--- src/rtl/log_shifter.sv ---
module log_shifter #(
  parameter int WIDTH = 8,
  localparam int CW = $clog2(WIDTH)
) (
  input  logic [WIDTH-1:0] data_i,
  input  logic [CW-1:0]    amt_i,
  input  logic             dir_i,
  input  logic [1:0]       mode_i,
  output logic [WIDTH-1:0] data_o
);
  localparam logic [1:0] M_LOG  = 2'b00;
  localparam logic [1:0] M_ARI  = 2'b01;
  localparam logic [1:0] M_ROT  = 2'b10;

  logic [WIDTH-1:0] stage [CW+1];

  assign stage[0] = data_i;

  for (genvar k = 0; k < CW; k++) begin : g_stage
    localparam int S = 1 << k;
    logic [WIDTH-1:0] cur, shl, shr, rol, ror, sra, pick;

    assign cur = stage[k];
    assign shl = cur << S;
    assign shr = cur >> S;
    assign rol = shl | (cur >> (WIDTH - S));
    assign ror = shr | (cur << (WIDTH - S));
    assign sra = $signed(cur) >>> S;

    always_comb begin
      case (mode_i)
        M_LOG, M_ARI: pick = dir_i ? ((mode_i == M_ARI) ? sra : shr) : shl;
        M_ROT:        pick = dir_i ? ror : rol;
        default:      pick = cur;
      endcase
    end

    assign stage[k+1] = amt_i[k] ? pick : cur;
  end

  assign data_o = stage[CW];
endmodule

--- config.mk ---
export PLATFORM = sky130hd
export DESIGN_NAME = log_shifter
export DESIGN_NICKNAME = d
export VERILOG_FILES = /design/src/rtl/log_shifter.sv
export SDC_FILE = /design/constraint.sdc
export NUM_CORES = 1
export LEC_CHECK = 0
export ABC_AREA = 1
export CAP_MARGIN = 20
export CELL_PAD_IN_SITES_DETAIL_PLACEMENT = 1
export CELL_PAD_IN_SITES_GLOBAL_PLACEMENT = 2
export CORE_MARGIN = 10
export CORE_UTILIZATION = 20
export DETAILED_ROUTE_END_ITERATION = 10
export GPL_TIMING_DRIVEN = 0
export PLACE_DENSITY = 0.93
export SLEW_MARGIN = 5
export SYNTH_ARGS = -nofsm -noshare
export SYNTH_HDL_FRONTEND = slang
export SYNTH_SLANG_ARGS = --single-unit
--- constraint.sdc ---
create_clock -name vclk -period 1.2
set_input_delay 0.12 -clock vclk [all_inputs]
set_output_delay 0.12 -clock vclk [all_outputs]
set_load 0.02 [all_outputs]
==> flow_metrics.tcl, run 1 <==
set metrics [dict create \
    status "finished, violations left" \
    violations "setup timing" \
    drt-initial-drc-count 49 \
    seq_cell_count 0 \
    finalWeightedCongestion 0.847 \
    path_cells "buf_12 -> a21oi_4 -> nand3_2 -> nand2_2 -> nand2_1 -> nand3_2 -> nand4_1 -> nand3_1 -> nand2_2 -> buf_6" \
    area_growth_pct 96.6 \
    grt_pass1_wl_mm 5.39 \
    synthCells 143 \
    seq_area_frac_synth_pct 0 \
    grt_max_degree 11 \
    endpoint_kind "output pin" \
    seqCellArea_um2 0 \
    hold_path_class "input port to output pin" \
    finalCritPeriodShare_pct 118 \
    crit_family "simple AND/OR/NAND/NOR gates" \
    yosys.area_share.simple_pct 70.5 \
    synth_common_cells "73 x nand2_1, 24 x nand3_1, 12 x inv_1" \
    critPathLaunchType "input port" \
    io_buffers 22 \
    yosysWarnings 0 \
    worstPathMaxFanout 5 \
    avgSynthCellArea_um2 4.33 \
    ir_drop_uv 240 \
    slowest_delay_ns 0.23 \
    wirelength_mm 3.25 \
    synthXorXnorAreaFrac_pct 0 \
    yosys.area.top_type "nand2_1" \
    drt-pass1-iter-count 4 \
    fmax_mhz 705 \
    powerDensity_mw_per_mm2 547 \
    synthesis.area_um2 619 \
    muxShareOfSynthArea_pct 0 \
    antenna_found_initial 0 \
    setup_ws_ns -0.219 \
    ys_types 16 \
    synth-compound-area-share_pct 18.4 \
    synth_top_area_share_pct 44.2 \
    instances_no_fill 208 \
    fin_nets 191 \
    drive_gt1_share_pct 54.9 \
    hold_viol 0 \
    grt-ovfl-total 0 \
    rsz0062_at_grt "yes" \
    p_leak_nw 0.604 \
    crit_buf_inv 2 \
    dieArea_mm2 0.00572 \
    core_area_mm2 0.00300 \
    initial_core_util_pct 20.6 \
    clockBufferCount 0 \
    fp.dieH_um 75.7 \
    wl_per_cell_um 15.6 \
    setup_viol 8 \
    grtUsageTotal_pct 11.4 \
    synth_area_leaders "nand2_1 44%, nand3_1 19%, o21ai_0 8.9%" \
    placed_cells 198 \
    finalMaxSlewViolations 0 \
    arrival_ns 1.30 \
    tightest_slew_ns 0.306 \
    fill_cells 404 \
    fin_crit_ns 1.42 \
    io_pins 22 \
    num_antenna_cells 0 \
    dp_hpwl_mm 2.27 \
    drc_errors 0 \
    grt_pass1_vias 1181 \
    critPathKind "input port to output pin" \
    critPathSlowestCell "a21oi_4" \
    dp_slack_ns -1.42 \
    synth_top_family_by_area "simple AND/OR/NAND/NOR gates" \
    yosysMostFrequentCell "nand2_1" \
    rows 20 \
    routed_via_density 5.15 \
    die_x_um 75.7 \
    synthAdderAreaFrac_pct 0 \
    via_count 1071 \
    syn-num-nets 157 \
    drv_cap 0 \
    cp.required_ns 1.08 \
    slew_headroom_pct 79.6 \
    ant_nets 0 \
]
## placed cells by master (no fill, tap or decap), types with 3 or more instances in the layout
master   synthesis  routed
inv_2            2       5
o21ai_1          3       4
buf_2            1       6
buf_6            0      12
nand3_1         24      15
o21ai_2          0       9
nand3_2          0       9
nand2_1         73      46
inv_1           12       6
buf_4            1       8
nand2_4          0       3
nand2_2          2      24
## power by group
group / total [mW] / switching, mW / internal (mW)
logic: 0.665 / 0.384 / 0.282
clock network: 0 / 0 / 0
registers: 0 / 0 / 0
## logic make-up after synthesis
group / after synthesis
simple gates: 105
compound gates: 21
buf+inv: 17
## metal layers
layer / part of all wire (%) / track usage [%] / routed length [µm]
met1: 42 / 13.2 / 1370
met2: 55 / 22.9 / 1780
met3: 1.9 / 0.651 / 63
met4: 1.0 / 0.825 / 34
met5: 0 / 0 / 0
## layout make-up
class              count  area, µm²  area share (%)
plain buffers          3       26.3            2.16
inverters             14       62.6            5.14
multi-input cells    126        781            64.1
well taps             33       41.3            3.39
repair buffers        32        307            25.2
## metrics by stage
step	setup TNS, ns	utilization [%]	hold slack (ns)	cell area, µm²	power (mW)
after global placement	-10.28	29.9	1.43	897	0.468
after floorplan	-0.0416	-	0.382	636	0.278
after global routing	-2.33	40.5	0.806	1220	0.725
after detailed placement	-10.81	29.9	1.46	897	0.479
final	-1.49	40.5	0.772	1220	0.665
after CTS	-1.44	36.5	0.777	1100	0.585
## worst paths after layout
path / from / endpoint / slack [ns] / cells after the start
worst min-delay path: mode_i[1] / data_o[6] / 0.77 / 7
worst max-delay path: mode_i[0] / data_o[6] / -0.22 / 10
## what timing repair did
item / 4_1_cts / 5_1_grt
gates cloned: 1 / 0
setup buffers: 8 / 1
hold buffers: 0 / 0
resized for setup: 153 / 40
pin swaps: 41 / 26
setup endpoints to repair: 8 / 8
endpoints found under the hold margin: 0 / 0
Note: power is estimated with default switching activity, not from simulation.
==> run 2: changes to the inputs <==
ABC_AREA = 0   (was 1)
CORE_UTILIZATION = 26   (was 20)
PLACE_DENSITY = 0.94   (was 0.93)
==> run 2 against run 1 <==
  * Largest cell class unchanged
  * Critical endpoint is now data_o[4]
  * Worst hold slack better by 0.047 ns
  * The flow still finishes with violations (setup timing)
  * Global-route usage about the same
  * Utilization up 19 points
  * Sequential share of layout area unchanged
  * Sequential cell count unchanged
  * Critical path depth unchanged
  * Highest routed layer unchanged
  * Synthesized cell count down 31%
==> flow_metrics.tcl, run 2 <==
set metrics [dict create \
    io_pins 22 \
    synth_top_area_share_pct 13.2 \
    wirelength_mm 3.71 \
    critPathLaunchType "input port" \
    grtUsageTotal_pct 11.4 \
    fin_hold_ws_ns 0.819 \
    p_leak_nw 0.561 \
    area_growth_pct 118 \
    setup_viol 8 \
    multi_input_area_um2 977 \
    hold_path_depth 5 \
    cp.required_ns 1.08 \
    rows 18 \
    finalMaxSlewViolations 0 \
    slowest_delay_ns 0.21 \
    final_common_cell "buf_4" \
    final_cell_mix "21 x buf_4, 9 x buf_6, 7 x nand2_1" \
    yosysMostFrequentCell "nor2_1" \
    via_count 985 \
    drt-initial-drc-count 42 \
    synthCells 99 \
    grt-ovfl-total 0 \
    path_cells "buf_8 -> a21boi_4 -> buf_6 -> buf_4 -> mux2i_4 -> o221ai_2 -> o21ai_2 -> buf_4 -> o211ai_4 -> buf_6" \
    critPathKind "input port to output pin" \
    grt_pass1_vias 1038 \
    initial_core_util_pct 27.5 \
    ys_types 35 \
    antenna_found_initial 0 \
    syn-num-nets 113 \
    grt_max_degree 11 \
    io_buffers 21 \
    synthesis.area_um2 681 \
    hold_path_class "input port to output pin" \
    tightest_slew_ns 0.327 \
    endpoint_kind "output pin" \
    num_antenna_cells 0 \
    fp.dieH_um 71.2 \
    drt-pass1-iter-count 4 \
    dieArea_mm2 0.00506 \
    finalCritPeriodShare_pct 142 \
    yosys.area.top_type "mux2i_1" \
    routed_via_density 5.83 \
    seq_area_frac_synth_pct 0 \
    status "finished, violations left" \
    synth_common_cells "12 x nor2_1, 11 x nand2_1, 9 x mux2i_1" \
    drive_gt1_share_pct 75.5 \
    hold_path_end "data_o[3]" \
    setup_ws_ns -0.509 \
    ir_drop_uv 280 \
    avgSynthCellArea_um2 6.88 \
    rsz0062_at_grt "yes" \
    critPathSlowestCell "o221ai_2" \
    clockBufferCount 0 \
    dp_hpwl_mm 2.21 \
    violations "setup timing" \
    die_x_um 71.2 \
    finalWeightedCongestion 0.885 \
    worstPathMaxFanout 6 \
    powerDensity_mw_per_mm2 548 \
    drv_cap 0 \
    postCtsHoldBufs 0 \
    hp-start "mode_i[1]" \
    wl_per_cell_um 22.0 \
    final_core_util_pct 59.8 \
    dp_slack_ns -1.57 \
    core_area_mm2 0.00248 \
    ant_nets 0 \
    fill_cells 290 \
    seq_cell_count 0 \
    synth_area_leaders "mux2i_1 13%, mux2_2 8.3%, mux4_2 6.6%" \
    slew_headroom_pct 78.2 \
    hold_viol 0 \
    fmax_mhz 585 \
    seqCellArea_um2 0 \
    grt_pass1_wl_mm 5.06 \
    yosysWarnings 0 \
    fin_nets 155 \
    arrival_ns 1.59 \
    drc_errors 0 \
    fin_crit_ns 1.71 \
]
run 2: repair_timing:
action,CTS,global route
endpoints found under the setup margin,8,8
cloned,2,0
gates resized for setup,124,40
endpoints found under the hold margin,0,0
buffers inserted,12,6
pin swaps,16,16
run 2: area by class of cell:
class	count	area share, %
Multi-Input combinational cell	89	65.9
Buffer	6	5.32
Tap cell	30	2.53
Inverter	3	0.928
Timing Repair Buffer	41	25.3
run 2: how the worst max path moves through the flow:
stage                end  slack, ns       from
2_1_floorplan  data_o[4]      -0.29  mode_i[0]
3_3_place_gp   data_o[1]      -1.52   amt_i[0]
3_5_place_dp   data_o[1]      -1.57   amt_i[0]
4_1_cts        data_o[4]      -0.48      dir_i
5_1_grt        data_o[4]      -0.55  mode_i[1]
6_report       data_o[4]      -0.51   amt_i[0]
run 2: logic make-up (layout without fill, tap and decap cells):
| logic type | Yosys count | count (layout) | synth area share (%) |
|---|---|---|---|
| AND/OR/NAND/NOR | 40 | 40 | 29.8 |
| AO/OA/AOI/OAI | 33 | 33 | 34.6 |
| buffers and inverters | 10 | 50 | 7.54 |
| multiplexers | 16 | 16 | 28.1 |
run 2: worst max-delay path, delay by kind of cell:
family	cells	cell delay [ns]
buffers and inverters	5	0.66
AO/OA/AOI/OAI	4	0.61
multiplexers	1	0.20
run 2: per-stage QoR:
stage / cells / power [mW] / instance area, µm² / setup TNS [ns]
6_report: 169 / 0.812 / 1480 / -3.19
5_1_grt: 169 / 0.862 / 1480 / -3.79
4_1_cts: 163 / 0.685 / 1300 / -3.20
3_5_place_dp: 150 / 0.565 / 1040 / -12.13
3_3_place_gp: 150 / 0.553 / 1040 / -11.86
2_1_floorplan: 99 / 0.361 / 797 / -1.87
run 2: power by group:
| group | internal, mW | switching, mW |
|---|---|---|
| clock network | 0 | 0 |
| logic | 0.395 | 0.418 |
| registers | 0 | 0 |
run 2: metal layers:
metal / global-route usage (%) / wire (µm) / up-vias / part of all wire (%)
met1: 14.0 / 1550 / 483 / 42
met3: 0.976 / 174 / 2 / 4.7
met2: 20.7 / 1960 / 30 / 53
li1: - / - / 470 / -
met5: 0 / 0 / - / 0
met4: 2.37 / 27 / 0 / 0.73
==> run 3: changes to the inputs <==
CORE_ASPECT_RATIO = 0.6   (was unset)
MAX_ROUTING_LAYER = met4   (was unset)
==> run 3 against run 2 <==
  * The flow still finishes with violations (setup timing)
  * Die area is 1.3% higher
  * Via count up 5.1%
  * Combinational power rose by 6.4%
  * First-iteration DRC count grew 120%
  * Sequential share of layout area unchanged
  * Maximum frequency increased by 1.4%
  * Non-clock buffer count increased by 4
  * Power grew 6.3%
  * Utilization rose by 2.1 points
  * Cell area up 4.7%
  * Worst setup slack gained 0.023 ns
  * Worst hold slack lost 0.14 ns
  * Critical endpoint unchanged
==> flow_metrics.tcl, run 3 (synthesized netlist as in run 2, its figures left out) <==
set metrics [dict create \
    dieArea_mm2 0.00513 \
    cp_common_cell "buf_6" \
    fin_crit_ns 1.69 \
    instances_no_fill 175 \
    fin_nets 159 \
    hold_path_end "data_o[3]" \
    final_cell_mix "20 x buf_4, 12 x buf_6, 8 x nand2_1" \
    dp_hpwl_mm 2.23 \
    final_common_cell "buf_4" \
    rsz0062_at_grt "yes" \
    clockBufferCount 0 \
    drv_cap 0 \
    grt-ovfl-total 0 \
    rows 14 \
    tightest_slew_ns 0.388 \
    status "finished, violations left" \
    wirelength_mm 4.14 \
    fp.dieH_um 59.6 \
    critPathLaunchType "input port" \
    critPathSlowestCell "mux2i_4" \
    via_count 1035 \
    hold_path_depth 4 \
    worstPathMaxFanout 5 \
    slowest_delay_ns 0.19 \
    antenna_found_initial 0 \
    grt_pass1_wl_mm 6.13 \
    drive_gt1_share_pct 75.5 \
    ant_nets 0 \
    critPathKind "input port to output pin" \
    drt-pass1-iter-count 4 \
    setup_viol 8 \
    die_x_um 86.1 \
    core_area_mm2 0.00250 \
    fill_cells 270 \
    wl_per_cell_um 23.6 \
    endpoint_kind "output pin" \
    seq_cell_count 0 \
    initial_core_util_pct 27.2 \
    grtUsageTotal_pct 15.1 \
    arrival_ns 1.57 \
    hp-start "mode_i[1]" \
    swShare_pct 51.3 \
    setup_ws_ns -0.486 \
    crit_start "amt_i[0]" \
    grt_max_degree 11 \
    powerDensity_mw_per_mm2 556 \
    finalWeightedCongestion 0.846 \
    drt-initial-drc-count 92 \
    finalCritPeriodShare_pct 141 \
    power.internal_mw 0.421 \
    cp.required_ns 1.08 \
    p_sw_mw 0.443 \
    seqCellArea_um2 0 \
    pwr-share-comb_pct 100.0 \
    placed_cells 152 \
    placed_area_mm2 0.00105 \
    fmax_mhz 593 \
    finalMaxSlewViolations 0 \
    p_leak_nw 0.583 \
    postCtsHoldBufs 0 \
    io_pins 22 \
    path_cells "buf_8 -> a21boi_4 -> buf_6 -> buf_12 -> mux2i_4 -> o221ai_2 -> o21ai_2 -> buf_4 -> o211ai_4 -> buf_6" \
    final_core_util_pct 62.0 \
    num_antenna_cells 0 \
    multi_input_area_um2 991 \
    final_cell_area_mm2 0.00155 \
    clock_power_share_pct 0 \
    io_buffers 21 \
    drc_errors 0 \
    dp_slack_ns -1.56 \
    routed_via_density 5.91 \
    slew_headroom_pct 74.1 \
    grt_pass1_vias 1111 \
    violations "setup timing" \
    area_growth_pct 128 \
    hold_path_class "input port to output pin" \
    p_seq_share_pct 0 \
    hold_viol 0 \
    fin_hold_ws_ns 0.679 \
    ir_drop_uv 202 \
]
==> run 3: worst max-delay path by stage <==
stage                end  slack, ns  cells after the start
5_1_grt        data_o[4]      -0.54                     10
3_5_place_dp   data_o[3]      -1.56                      9
3_3_place_gp   data_o[4]      -1.55                      8
6_report       data_o[4]      -0.49                     10
4_1_cts        data_o[7]      -0.46                     10
2_1_floorplan  data_o[4]      -0.29                      7
==> run 3: repair_timing <==
action | 4_1_cts | 5_1_grt
setup buffers | 20 | 2
pin swaps | 16 | 8
endpoints found under the setup margin | 8 | 8
resized for setup | 150 | 15
cloned | 2 | 0
==> run 3: final cells by class <==
type / instances / share of cell area (%)
Multi-Input combinational cell: 89 / 63.8
Timing Repair Buffer: 45 / 27.2
Buffer: 6 / 5.48
Tap cell: 32 / 2.58
Inverter: 3 / 0.886
==> run 3: power by group through the flow <==
stage	clock [mW]	combinational, mW	sequential, mW
3_5_place_dp	0	0.563	0
3_3_place_gp	0	0.552	0
2_1_floorplan	0	0.361	0
6_report	0	0.864	0
4_1_cts	0	0.782	0
5_1_grt	0	0.907	0
==> run 3: metal layers <==
layer  vias to the layer above  share of wire (%)  GRT usage, %
met3                         8                5.0          1.10
li1                        471                  -             -
met2                        39                 46          24.1
met4                         0                2.2          2.10
met5                         -                  0             -
met1                       517                 47          20.6
==> run 3: metrics by stage <==
stage,power [mW],TNS (ns)
6_report,0.864,-3.50
5_1_grt,0.907,-3.93
4_1_cts,0.782,-3.17
3_5_place_dp,0.563,-12.08
3_3_place_gp,0.552,-11.95
2_1_floorplan,0.361,-1.87
==> run 3: critical path: cells and delay by family <==
kind | cells | cell delay, ns
buffers and inverters | 5 | 0.67
AO/OA/AOI/OAI | 4 | 0.58
multiplexers | 1 | 0.19
